`config.mk`:
```
export PLATFORM = sky130hd
export DESIGN_NAME = flash_guard
export DESIGN_NICKNAME = d
export VERILOG_FILES = /design/src/rtl/fg_pkg.sv /design/src/rtl/fg_datapath.sv /design/src/rtl/fg_ctrl.sv /design/src/rtl/flash_guard.sv
export SDC_FILE = /design/constraint.sdc
export NUM_CORES = 1
export LEC_CHECK = 0
export CORE_AREA = 2 2 154 156
export CTS_CLUSTER_DIAMETER = 40
export DETAILED_ROUTE_END_ITERATION = 16
export DIE_AREA = 0 0 156 158
export GPL_TIMING_DRIVEN = 0
export MAX_ROUTING_LAYER = met4
export SLEW_MARGIN = 40
export SYNTH_ARGS = -nofsm -noshare
export SYNTH_HDL_FRONTEND = slang
export SYNTH_SLANG_ARGS = --single-unit
```
`constraint.sdc`:
```
create_clock -name clk -period 6.2 [get_ports clk]
set_input_delay 1.24 -clock clk [delete_from_list [all_inputs] [get_ports clk]]
set_output_delay 1.24 -clock clk [all_outputs]
set_load 0.01 [all_outputs]
```
`src/rtl/fg_pkg.sv`:
```
package fg_pkg;

  // request codes decoded by the control
  typedef enum logic [2:0] {
    OP_SETLOCK = 3'd1,
    OP_CLRLOCK = 3'd2,
    OP_SETSEC  = 3'd3,
    OP_PROGRAM = 3'd4,
    OP_ERASE   = 3'd5
  } fg_op_e;

  // strobes from control to datapath
  typedef struct packed {
    logic setLock;
    logic clrLock;
    logic setSec;
    logic wipeLocks;
    logic clrSec;
    logic startSeq;
  } fg_strobe_t;

endpackage

```
`src/rtl/fg_datapath.sv`:
```
module fg_datapath
  import fg_pkg::*;
#(
  parameter int NUM_REGIONS  = 128,
  parameter int REGION_BYTES = 8192,
  parameter int QUAL_CYCLES  = 64,
  parameter int ADDR_W       = 20
) (
  input  logic              clk,
  input  logic              rstN,
  input  fg_strobe_t        strb,
  input  logic [ADDR_W-1:0] cmdAddr,
  input  logic              eraseIn,
  output logic              lockHit,
  output logic              qualified,
  output logic              seqFired,
  output logic              secureOn
);

  localparam int OFS_W = $clog2(REGION_BYTES);
  localparam int IDX_W = $clog2(NUM_REGIONS);
  localparam int QC_W  = $clog2(QUAL_CYCLES + 1);

  logic [IDX_W-1:0] region;
  logic             lockBits [NUM_REGIONS];
  logic [QC_W-1:0]  qualCnt;

  assign region  = cmdAddr[OFS_W +: IDX_W];
  assign lockHit = lockBits[region];

  // one protection flop per region; the erase sequence overrides commands
  for (genvar g = 0; g < NUM_REGIONS; g++) begin : g_lock
    always_ff @(posedge clk or negedge rstN) begin
      if (!rstN)                          lockBits[g] <= 1'b0;
      else if (strb.wipeLocks)            lockBits[g] <= 1'b0;
      else if (region == IDX_W'(g)) begin
        if (strb.clrLock)                 lockBits[g] <= 1'b0;
        else if (strb.setLock)            lockBits[g] <= 1'b1;
      end
    end
  end

  // consecutive-high counter, saturating at the qualification limit
  always_ff @(posedge clk or negedge rstN) begin
    if (!rstN)                                 qualCnt <= '0;
    else if (!eraseIn)                         qualCnt <= '0;
    else if (qualCnt != QC_W'(QUAL_CYCLES))    qualCnt <= qualCnt + 1'b1;
  end
  assign qualified = (qualCnt == QC_W'(QUAL_CYCLES));

  // one sequence per high period of the erase line
  always_ff @(posedge clk or negedge rstN) begin
    if (!rstN)              seqFired <= 1'b0;
    else if (strb.startSeq) seqFired <= 1'b1;
    else if (!eraseIn)      seqFired <= 1'b0;
  end

  always_ff @(posedge clk or negedge rstN) begin
    if (!rstN)            secureOn <= 1'b0;
    else if (strb.clrSec) secureOn <= 1'b0;
    else if (strb.setSec) secureOn <= 1'b1;
  end

endmodule

```
`src/rtl/fg_ctrl.sv`:
```
module fg_ctrl
  import fg_pkg::*;
#(
  parameter int ADDR_W = 20
) (
  input  logic              clk,
  input  logic              rstN,
  input  logic              cmdValid,
  input  logic [2:0]        cmdOp,
  input  logic [ADDR_W-1:0] cmdAddr,
  input  logic              lockHit,
  input  logic              qualified,
  input  logic              seqFired,
  input  logic              lowPowerDeep,
  input  logic              flashEraseAllDone,
  output fg_strobe_t        strb,
  output logic              cmdDone,
  output logic              cmdErr,
  output logic              irq,
  output logic              flashPgmStb,
  output logic              flashErsStb,
  output logic [ADDR_W-1:0] flashAddr,
  output logic              flashEraseAllStb
);

  typedef enum logic {ST_IDLE, ST_WIPE} state_e;
  state_e state;

  logic busy, startSeq, accept, isAccess, known;

  always_comb begin
    busy     = (state == ST_WIPE);
    startSeq = !busy && qualified && !seqFired && !lowPowerDeep;
    accept   = cmdValid && !busy && !startSeq;
    isAccess = (cmdOp == OP_PROGRAM) || (cmdOp == OP_ERASE);
    known    = isAccess || (cmdOp == OP_SETLOCK) || (cmdOp == OP_CLRLOCK) ||
               (cmdOp == OP_SETSEC);
    strb           = '0;
    strb.setLock   = accept && (cmdOp == OP_SETLOCK);
    strb.clrLock   = accept && (cmdOp == OP_CLRLOCK);
    strb.setSec    = accept && (cmdOp == OP_SETSEC);
    strb.wipeLocks = startSeq;
    strb.startSeq  = startSeq;
    strb.clrSec    = busy && flashEraseAllDone;
  end

  always_ff @(posedge clk or negedge rstN) begin
    if (!rstN) begin
      state            <= ST_IDLE;
      cmdDone          <= 1'b0;
      cmdErr           <= 1'b0;
      irq              <= 1'b0;
      flashPgmStb      <= 1'b0;
      flashErsStb      <= 1'b0;
      flashAddr        <= '0;
      flashEraseAllStb <= 1'b0;
    end else begin
      cmdDone          <= cmdValid;
      cmdErr           <= cmdValid && (!accept || !known || (isAccess && lockHit));
      irq              <= accept && isAccess && lockHit;
      flashPgmStb      <= accept && (cmdOp == OP_PROGRAM) && !lockHit;
      flashErsStb      <= accept && (cmdOp == OP_ERASE) && !lockHit;
      flashEraseAllStb <= startSeq;
      if (accept && isAccess) flashAddr <= cmdAddr;
      if (startSeq)                       state <= ST_WIPE;
      else if (busy && flashEraseAllDone) state <= ST_IDLE;
    end
  end

endmodule

```
`src/rtl/flash_guard.sv`:
```
module flash_guard
  import fg_pkg::*;
#(
  parameter int NUM_REGIONS  = 128,
  parameter int REGION_BYTES = 8192,
  parameter int QUAL_CYCLES  = 64,
  localparam int ADDR_W      = $clog2(NUM_REGIONS) + $clog2(REGION_BYTES)
) (
  input  logic              clk,
  input  logic              rstN,
  input  logic              cmdValid,
  input  logic [2:0]        cmdOp,
  input  logic [ADDR_W-1:0] cmdAddr,
  output logic              cmdDone,
  output logic              cmdErr,
  output logic              irq,
  output logic              flashPgmStb,
  output logic              flashErsStb,
  output logic [ADDR_W-1:0] flashAddr,
  output logic              flashEraseAllStb,
  input  logic              flashEraseAllDone,
  input  logic              eraseIn,
  input  logic              lowPowerDeep,
  output logic              secureOn,
  output logic              dbgEnable,
  output logic              fastPgmEnable
);

  fg_strobe_t strb;
  logic lockHit, qualified, seqFired;

  fg_ctrl #(.ADDR_W(ADDR_W)) u_ctrl (
    .clk(clk), .rstN(rstN), .cmdValid(cmdValid), .cmdOp(cmdOp), .cmdAddr(cmdAddr),
    .lockHit(lockHit), .qualified(qualified), .seqFired(seqFired),
    .lowPowerDeep(lowPowerDeep), .flashEraseAllDone(flashEraseAllDone),
    .strb(strb), .cmdDone(cmdDone), .cmdErr(cmdErr), .irq(irq),
    .flashPgmStb(flashPgmStb), .flashErsStb(flashErsStb), .flashAddr(flashAddr),
    .flashEraseAllStb(flashEraseAllStb)
  );

  fg_datapath #(
    .NUM_REGIONS(NUM_REGIONS), .REGION_BYTES(REGION_BYTES),
    .QUAL_CYCLES(QUAL_CYCLES), .ADDR_W(ADDR_W)
  ) u_dp (
    .clk(clk), .rstN(rstN), .strb(strb), .cmdAddr(cmdAddr), .eraseIn(eraseIn),
    .lockHit(lockHit), .qualified(qualified), .seqFired(seqFired), .secureOn(secureOn)
  );

  assign dbgEnable     = !secureOn;
  assign fastPgmEnable = !secureOn;

endmodule

```
==> metrics.txt, run 1 <==
status=completed; first-pass GRT wire length=42490 µm; Synth Cell Area=8617 µm²; hold crit path type=reg -> reg; Crit Path Max Fanout=10; H-tree levels=4; post-cts sizing count=0; Ys Warns=0; Detailed Route WL=27150 µm; post-route ant nets=0; Placeable Area=23050 µm²; Fin. Hold Viols=0; Nets=958; Detailed Route Iter0 Violations=791; worst skew pair latency=0.45 ns; share of layout cells above drive strength 1=0.1171; area delta synth->final=18.41%; Hold Path Depth=2; # port buffers=53; Detail Placement HPWL=18940 µm; Worst setup EP type=register; Rel. slew slack=0.3893; Worst-Margin Slew=0.9127 ns; P_leak=4.164 nW; crit path DAT=4.20 ns; syn nets=883; setup ws final=2.357 ns; Final Setup Violations=0; Min Hold Slack=0.4806 ns; crit start category=input pin; gr ovfl total=0; CTS tree=built; ys flop type=dfrtp_1; row count=56; reg2reg path depth=11; sequential area share after synthesis=0.4763; Initial Util=0.3738; vias in the first global route=7186; Clock Pin Slew Worst Setup and Hold Paths=0.07 ns; I/O pin count=58; Cell Pwr Density=256.2 nW/µm²; post-synthesis area per instance=10.11 µm²; Required @ worst endpoint=6.55 ns; CTS Buf Count=17; Routability Congestion=0.9340; CTS Hold Buffers Added=0; Mapped Cells=852; drt wl/cell=22.09 µm; Die ar.=24650 µm²; max_cap viols=0; postcts setup bufs=0; Setup Skew=0.01310 ns; Placement Cell Area=9614 µm²; Die Span X=156 µm; RSZ-0062 raised after global routing=false; clock sink count=164; Setup WS pre-CTS=1.884 ns; fin crit period=3.843 ns; Root Driver=clkbuf_16; Worst VDD drop=0.1581 mV; final worst path period share=0.6198; initial antenna violation count=0; asr flop ratio synth=1.000; global-route usage over all layers=0.2356; Max Buffers Root-to-Sink=2; fill cell count=2171; vias per cell=5.845; Post-Route Utilization=0.4426; Final Slew Violations=0; f_max=0.2602 GHz; Post-synth EDFFs=0; register bit total from synthesis=164; # diodes=0; largest net degree at the start of global routing=60; drt pass-1 iters=5; die height=158 µm; Unique masters post-synth=51; DR vias=7184; DRC Markers=0; cell area after layout=10200 µm²; overall power=2.614 mW; Setup CP Type=in -> reg
==> layout make-up <==
cell class / count / area, µm² / area share
flip-flops and latches: 164 / 4104 / 0.4022
multi-input cells: 601 / 4018 / 0.3937
repair buffers: 56 / 595.6 / 0.05837
plain buffers: 79 / 510.5 / 0.05003
clock buffers: 18 / 429.2 / 0.04206
well taps: 290 / 362.8 / 0.03556
clock inverters: 13 / 151.4 / 0.01484
inverters: 8 / 32.53 / 0.003188
==> placed cells by master (no fill, tap or decap), types with 7 or more instances in the layout <==
cell | netlist | routed
buf_2 | 12 | 13
mux2i_1 | 38 | 38
nand2_1 | 21 | 21
clkbuf_1 | 36 | 37
a22oi_1 | 10 | 10
o22a_1 | 89 | 89
clkbuf_16 | 0 | 17
nor2b_1 | 8 | 8
dfrtp_1 | 164 | 164
o21ai_0 | 42 | 42
buf_6 | 22 | 22
nand3_1 | 8 | 8
a21oi_1 | 173 | 173
mux2_1 | 18 | 18
mux4_2 | 15 | 15
and2_1 | 7 | 7
nor2_1 | 100 | 99
clkdlybuf4s50_1 | 0 | 52
==> cells in the mapped netlist (all sizes together) (10+ instances only) <==
cell | instances | area (µm²)
mux4 | 15 | 337.8
dfrtp | 164 | 4104
mux2i | 38 | 380.4
a22oi | 10 | 75.07
clkbuf | 36 | 135.1
nand2 | 21 | 78.83
o22a | 89 | 779.5
buf | 43 | 375.4
nor2 | 102 | 387.9
a21oi | 173 | 865.8
o21ai | 44 | 220.2
mux2 | 20 | 225.2
nor3 | 12 | 60.06
==> per-stage QoR <==
| step | setup TNS, ns | instances |
|---|---|---|
| final | 0 | 1229 |
| after global routing | 0 | 1229 |
| after CTS | 0 | 1229 |
| after detailed placement | 0 | 1198 |
| after global placement | -527.66 | 1195 |
| after floorplan | 0 | 852 |
==> metal layers <==
layer	up-vias	track usage	wire, µm
met5	-	-	0
met4	0	0.08126	741
met3	64	0.05530	1948
met2	260	0.3649	12760
met1	3584	0.3055	11700
li1	3276	-	-
==> power breakdown <==
group	switching [mW]	leakage [nW]	total, mW	internal [mW]
logic	0.193	1.77	0.356	0.163
registers	0.0453	2.14	1.19	1.14
clock network	0.473	0.264	1.07	0.597
==> worst max-delay path, stage by stage <==
cell             delay, ns
clkdlybuf4s50_1       0.57
buf_4                 0.28
buf_6                 0.23
buf_2                 0.40
mux2i_1               0.32
nand2_1               0.12
a31oi_1               0.19
o31ai_1               0.12
o32ai_2               0.47
nor3b_1               0.23
==> registers in the layout (all words and copies together), names as in the netlist <==
name                     count
u_ctrl.irq                   1
u_dp.lockBits              128
u_ctrl.flashAddr            20
u_ctrl.busy                  1
u_ctrl.cmdErr                1
u_ctrl.flashPgmStb           1
u_dp.seqFired                1
u_ctrl.flashEraseAllStb      1
u_ctrl.cmdDone               1
u_dp.qualCnt                 7
u_dp.secureOn                1
u_ctrl.flashErsStb           1
==> path summary, 6_finish.rpt <==
kind / slack [ns] / endpoint / start
hold reg to reg: 0.48 / u_dp.seqFired / u_dp.seqFired
setup reg to reg: 3.56 / u_dp.lockBits[78] / u_dp.qualCnt[0]
max in group asynchronous: 4.52 / u_dp.lockBits[108] / rstN
setup / recovery: 2.36 / u_ctrl.flashPgmStb / cmdAddr[13]
hold / removal: 0.48 / u_dp.seqFired / u_dp.seqFired
min in group asynchronous: 0.72 / u_dp.qualCnt[0] / rstN
==> logic make-up (layout without fill, tap and decap cells) <==
kind of cell | Yosys count | after routing | synth area share
buf+inv | 87 | 174 | 0.06302
flops | 164 | 164 | 0.4763
fa+ha+maj | 2 | 2 | 0.002904
xor+xnor | 7 | 7 | 0.007115
compound gates | 329 | 329 | 0.2380
mux | 73 | 73 | 0.1095
simple gates | 190 | 190 | 0.1032
Power figures use the tool's default switching activity.
==> inputs of run 2 (changes only) <==
==> constraint.sdc (replaced) <==
create_clock -name clk -period 3.9 [get_ports clk]
set_input_delay 0.78 -clock clk [delete_from_list [all_inputs] [get_ports clk]]
set_output_delay 0.78 -clock clk [all_outputs]
set_load 0.01 [all_outputs]
==> results of run 2 <==
The final DEF is identical to that of run 1. Status: completed.
Among the figures that moved: setup slack after placement 1.884 ns -> 0.04402 ns; setup slack after layout 2.357 ns -> 0.5171 ns; hold slack 0.4806 ns -> 0.2640 ns; register-to-register setup slack 3.56 ns -> 1.26 ns; total power 2.614 mW -> 4.156 mW; worst IR drop on VDD 0.1581 mV -> 0.2514 mV
==> inputs of run 3 (changes only) <==
--- a/config.mk
+++ b/config.mk
@@ -5,12 +5,15 @@
 export SDC_FILE = /design/constraint.sdc
 export NUM_CORES = 1
 export LEC_CHECK = 0
+export CELL_PAD_IN_SITES_DETAIL_PLACEMENT = 1
+export CELL_PAD_IN_SITES_GLOBAL_PLACEMENT = 1
 export CORE_AREA = 2 2 154 156
 export CTS_CLUSTER_DIAMETER = 40
 export DETAILED_ROUTE_END_ITERATION = 16
 export DIE_AREA = 0 0 156 158
 export GPL_TIMING_DRIVEN = 0
 export MAX_ROUTING_LAYER = met4
+export PLACE_DENSITY_LB_ADDON = 0.1
 export SLEW_MARGIN = 40
 export SYNTH_ARGS = -nofsm -noshare
 export SYNTH_HDL_FRONTEND = slang
==> run 3 against run 2 <==
Compared with the run above:
- hold slack got worse by 0.064 ns
- critical endpoint unchanged
- highest routed layer unchanged
- register-to-register slack got worse by 0.06 ns
- die area unchanged
- core utilization is 0.087 points higher
- flip-flop and latch count did not move
- final cell count is 0.41% higher
==> metrics.txt, run 3 (synthesis gave the netlist of run 1 again) <==
Worst VDD drop=0.1732 mV; vias in the first global route=7952 (+11%); Fin. Hold Viols=0 (unchanged); cell-internal power=2.999 mW; fill cell count=2544 (+17%); Gate power share=0.139 (+0.003); Required @ worst endpoint=4.26 ns; Max Buffers Root-to-Sink=2 (unchanged); worst skew pair latency=0.45 ns (about the same); register share of total power=0.453 (-0.002); CTS Hold Buffers Added=0 (unchanged); area taken by multi-input logic gates=4016 µm² (about the same); P_leak=4.200 nW (+0.85%); Post-Route Utilization=0.4435 (+0.0008690); Routability Congestion=0.9292 (-0.51%); Clock Pin Slew Worst Setup and Hold Paths=0.07 ns (about the same); largest net degree at the start of global routing=70 (+17%); crit start category=input pin; Die Span X=156 µm (unchanged); max_cap viols=0 (unchanged); fin crit period=3.558 ns; CTS tree=built; R2R Setup Slk=1.20 ns; Worst setup EP type=register; Seq. cell area=4104 µm² (unchanged); Crit Path Max Fanout=10 (unchanged); Final Slew Violations=0 (unchanged); I/O pin count=58 (unchanged); crit path DAT=3.91 ns; Cell Pwr Density=409.0 nW/µm²; share of layout cells above drive strength 1=0.1250 (+0.007854); post-route ant nets=0 (unchanged); post-cts sizing count=0 (unchanged); postcts setup bufs=0 (unchanged); Rel. slew slack=0.4058 (+0.01654); Min Hold Slack=0.1997 ns; DR vias=7452 (+3.7%); vias per cell=6.039 (+3.3%); Setup Skew=0.01679 ns (+0.003684 ns); # port buffers=53 (unchanged); first-pass GRT wire length=48060 µm (+13%); Detailed Route WL=31260 µm (+15%); final worst path period share=0.9123; Reg2Reg Capture Point=u_dp.lockBits[35]; most frequent cells in the layout=a21oi_1 (173), dfrtp_1 (164), nor2_1 (97); global-route usage over all layers=0.2710 (+0.03533); Final Setup Violations=0 (unchanged); Detailed Route Iter0 Violations=578 (-27%); CTS Buf Count=17 (unchanged); # diodes=0 (unchanged); H-tree levels=4 (unchanged); Net Sw Frac=0.2827; Worst R2R Start=u_dp.qualCnt[0]; gr ovfl total=0 (unchanged); overall power=4.181 mW; die height=158 µm (unchanged); status=completed; Die ar.=24650 µm² (unchanged); Placeable Area=23050 µm² (unchanged); hold crit path type=in -> async; RSZ-0062 raised after global routing=false; Root Driver=clkbuf_16; clock sink count=164 (unchanged); Worst-Margin Slew=0.8880 ns (-0.02472 ns); f_max=0.2811 GHz; row count=56 (unchanged); Largest regs=u_dp.lockBits: 128 flops, u_ctrl.flashAddr: 20 flops, u_dp.qualCnt: 7 flops; max FFs per register=128 (unchanged); initial antenna violation count=0 (unchanged); net switching power=1.182 mW; Nets=962 (+0.42%); area delta synth->final=18.64%; reg2reg path depth=11 (unchanged); most common cell after layout, fill and taps aside=a21oi_1; Clock power frac=0.407 (-0.002); Setup CP Type=in -> reg; drt pass-1 iters=5 (unchanged); drt wl/cell=25.33 µm (+15%); DRC Markers=0 (unchanged); Initial Util=0.3738 (unchanged); Top reg by flops=u_dp.lockBits; Detail Placement HPWL=22300 µm (+18%)
[run 3: changes by cell type in the layout (fill, tap and decap cells not counted), moves of 2 or more]
cell        before  now
clkinvlp_4       6    2
clkinv_4         1    3
clkbuf_8         0    2
clkinv_2         0    3
buf_4            3    6
nor2_2           3    5
nor2_1          99   97
[run 3: final cells by class]
class | count | area share
inverters | 8 | 0.003182
well taps | 290 | 0.03549
flip-flops and latches | 164 | 0.4014
repair buffers | 60 | 0.06095
clock buffers | 19 | 0.04430
clock inverters | 13 | 0.01187
multi-input cells | 601 | 0.3929
plain buffers | 79 | 0.04993
[run 3: metrics by stage]
| stage | cells | instance area (µm²) | setup TNS [ns] | setup WS [ns] |
|---|---|---|---|---|
| detailed placement | 1202 | 9647 | -0.1349 | -0.09688 |
| floorplan | 852 | 8617 | 0 | 1.399 |
| global route | 1234 | 10220 | 0 | 0.1382 |
| global placement | 1195 | 9510 | -791.46 | -4.803 |
| finish | 1234 | 10220 | 0 | 0.3422 |
| CTS | 1234 | 10220 | 0 | 0.3548 |
[run 3: how the worst max path moves through the flow]
| stage | startpoint | to | slack [ns] | depth (start not counted) |
|---|---|---|---|---|
| floorplan | cmdAddr[14] | u_ctrl.flashPgmStb | 1.40 | 8 |
| global placement | rstN | u_dp.lockBits[68] | -4.80 | 1 |
| detailed placement | cmdAddr[13] | u_ctrl.flashPgmStb | -0.1 | 10 |
| CTS | cmdAddr[13] | u_ctrl.flashPgmStb | 0.35 | 10 |
| global route | cmdAddr[13] | u_ctrl.flashPgmStb | 0.14 | 10 |
| finish | cmdAddr[13] | u_ctrl.flashPgmStb | 0.34 | 10 |
[run 3: power groups by stage]
stage                     clock (mW)  combinational [mW]  sequential (mW)
after floorplan                    0               0.276             1.92
after CTS                       1.72               0.588             1.89
final                           1.70               0.583             1.89
after detailed placement           0               0.585             1.93
after global placement             0               0.558             1.92
after global routing            1.79               0.627             1.91
[run 3: metal layers]
metal	track usage	wire (µm)	vias to the layer above
li1	-	-	3282
met1	0.3467	13520	3907
met2	0.4349	15180	212
met3	0.04982	1797	51
met4	0.09480	772	0
met5	-	0	-
[run 3: critical path, cell delays in order]
cell	delay (ns)
clkdlybuf4s50_1	0.56
buf_4	0.29
buf_6	0.24
buf_2	0.44
mux2i_1	0.33
nand2_1	0.13
a31oi_1	0.21
o31ai_1	0.14
o32ai_2	0.51
nor3b_1	0.26
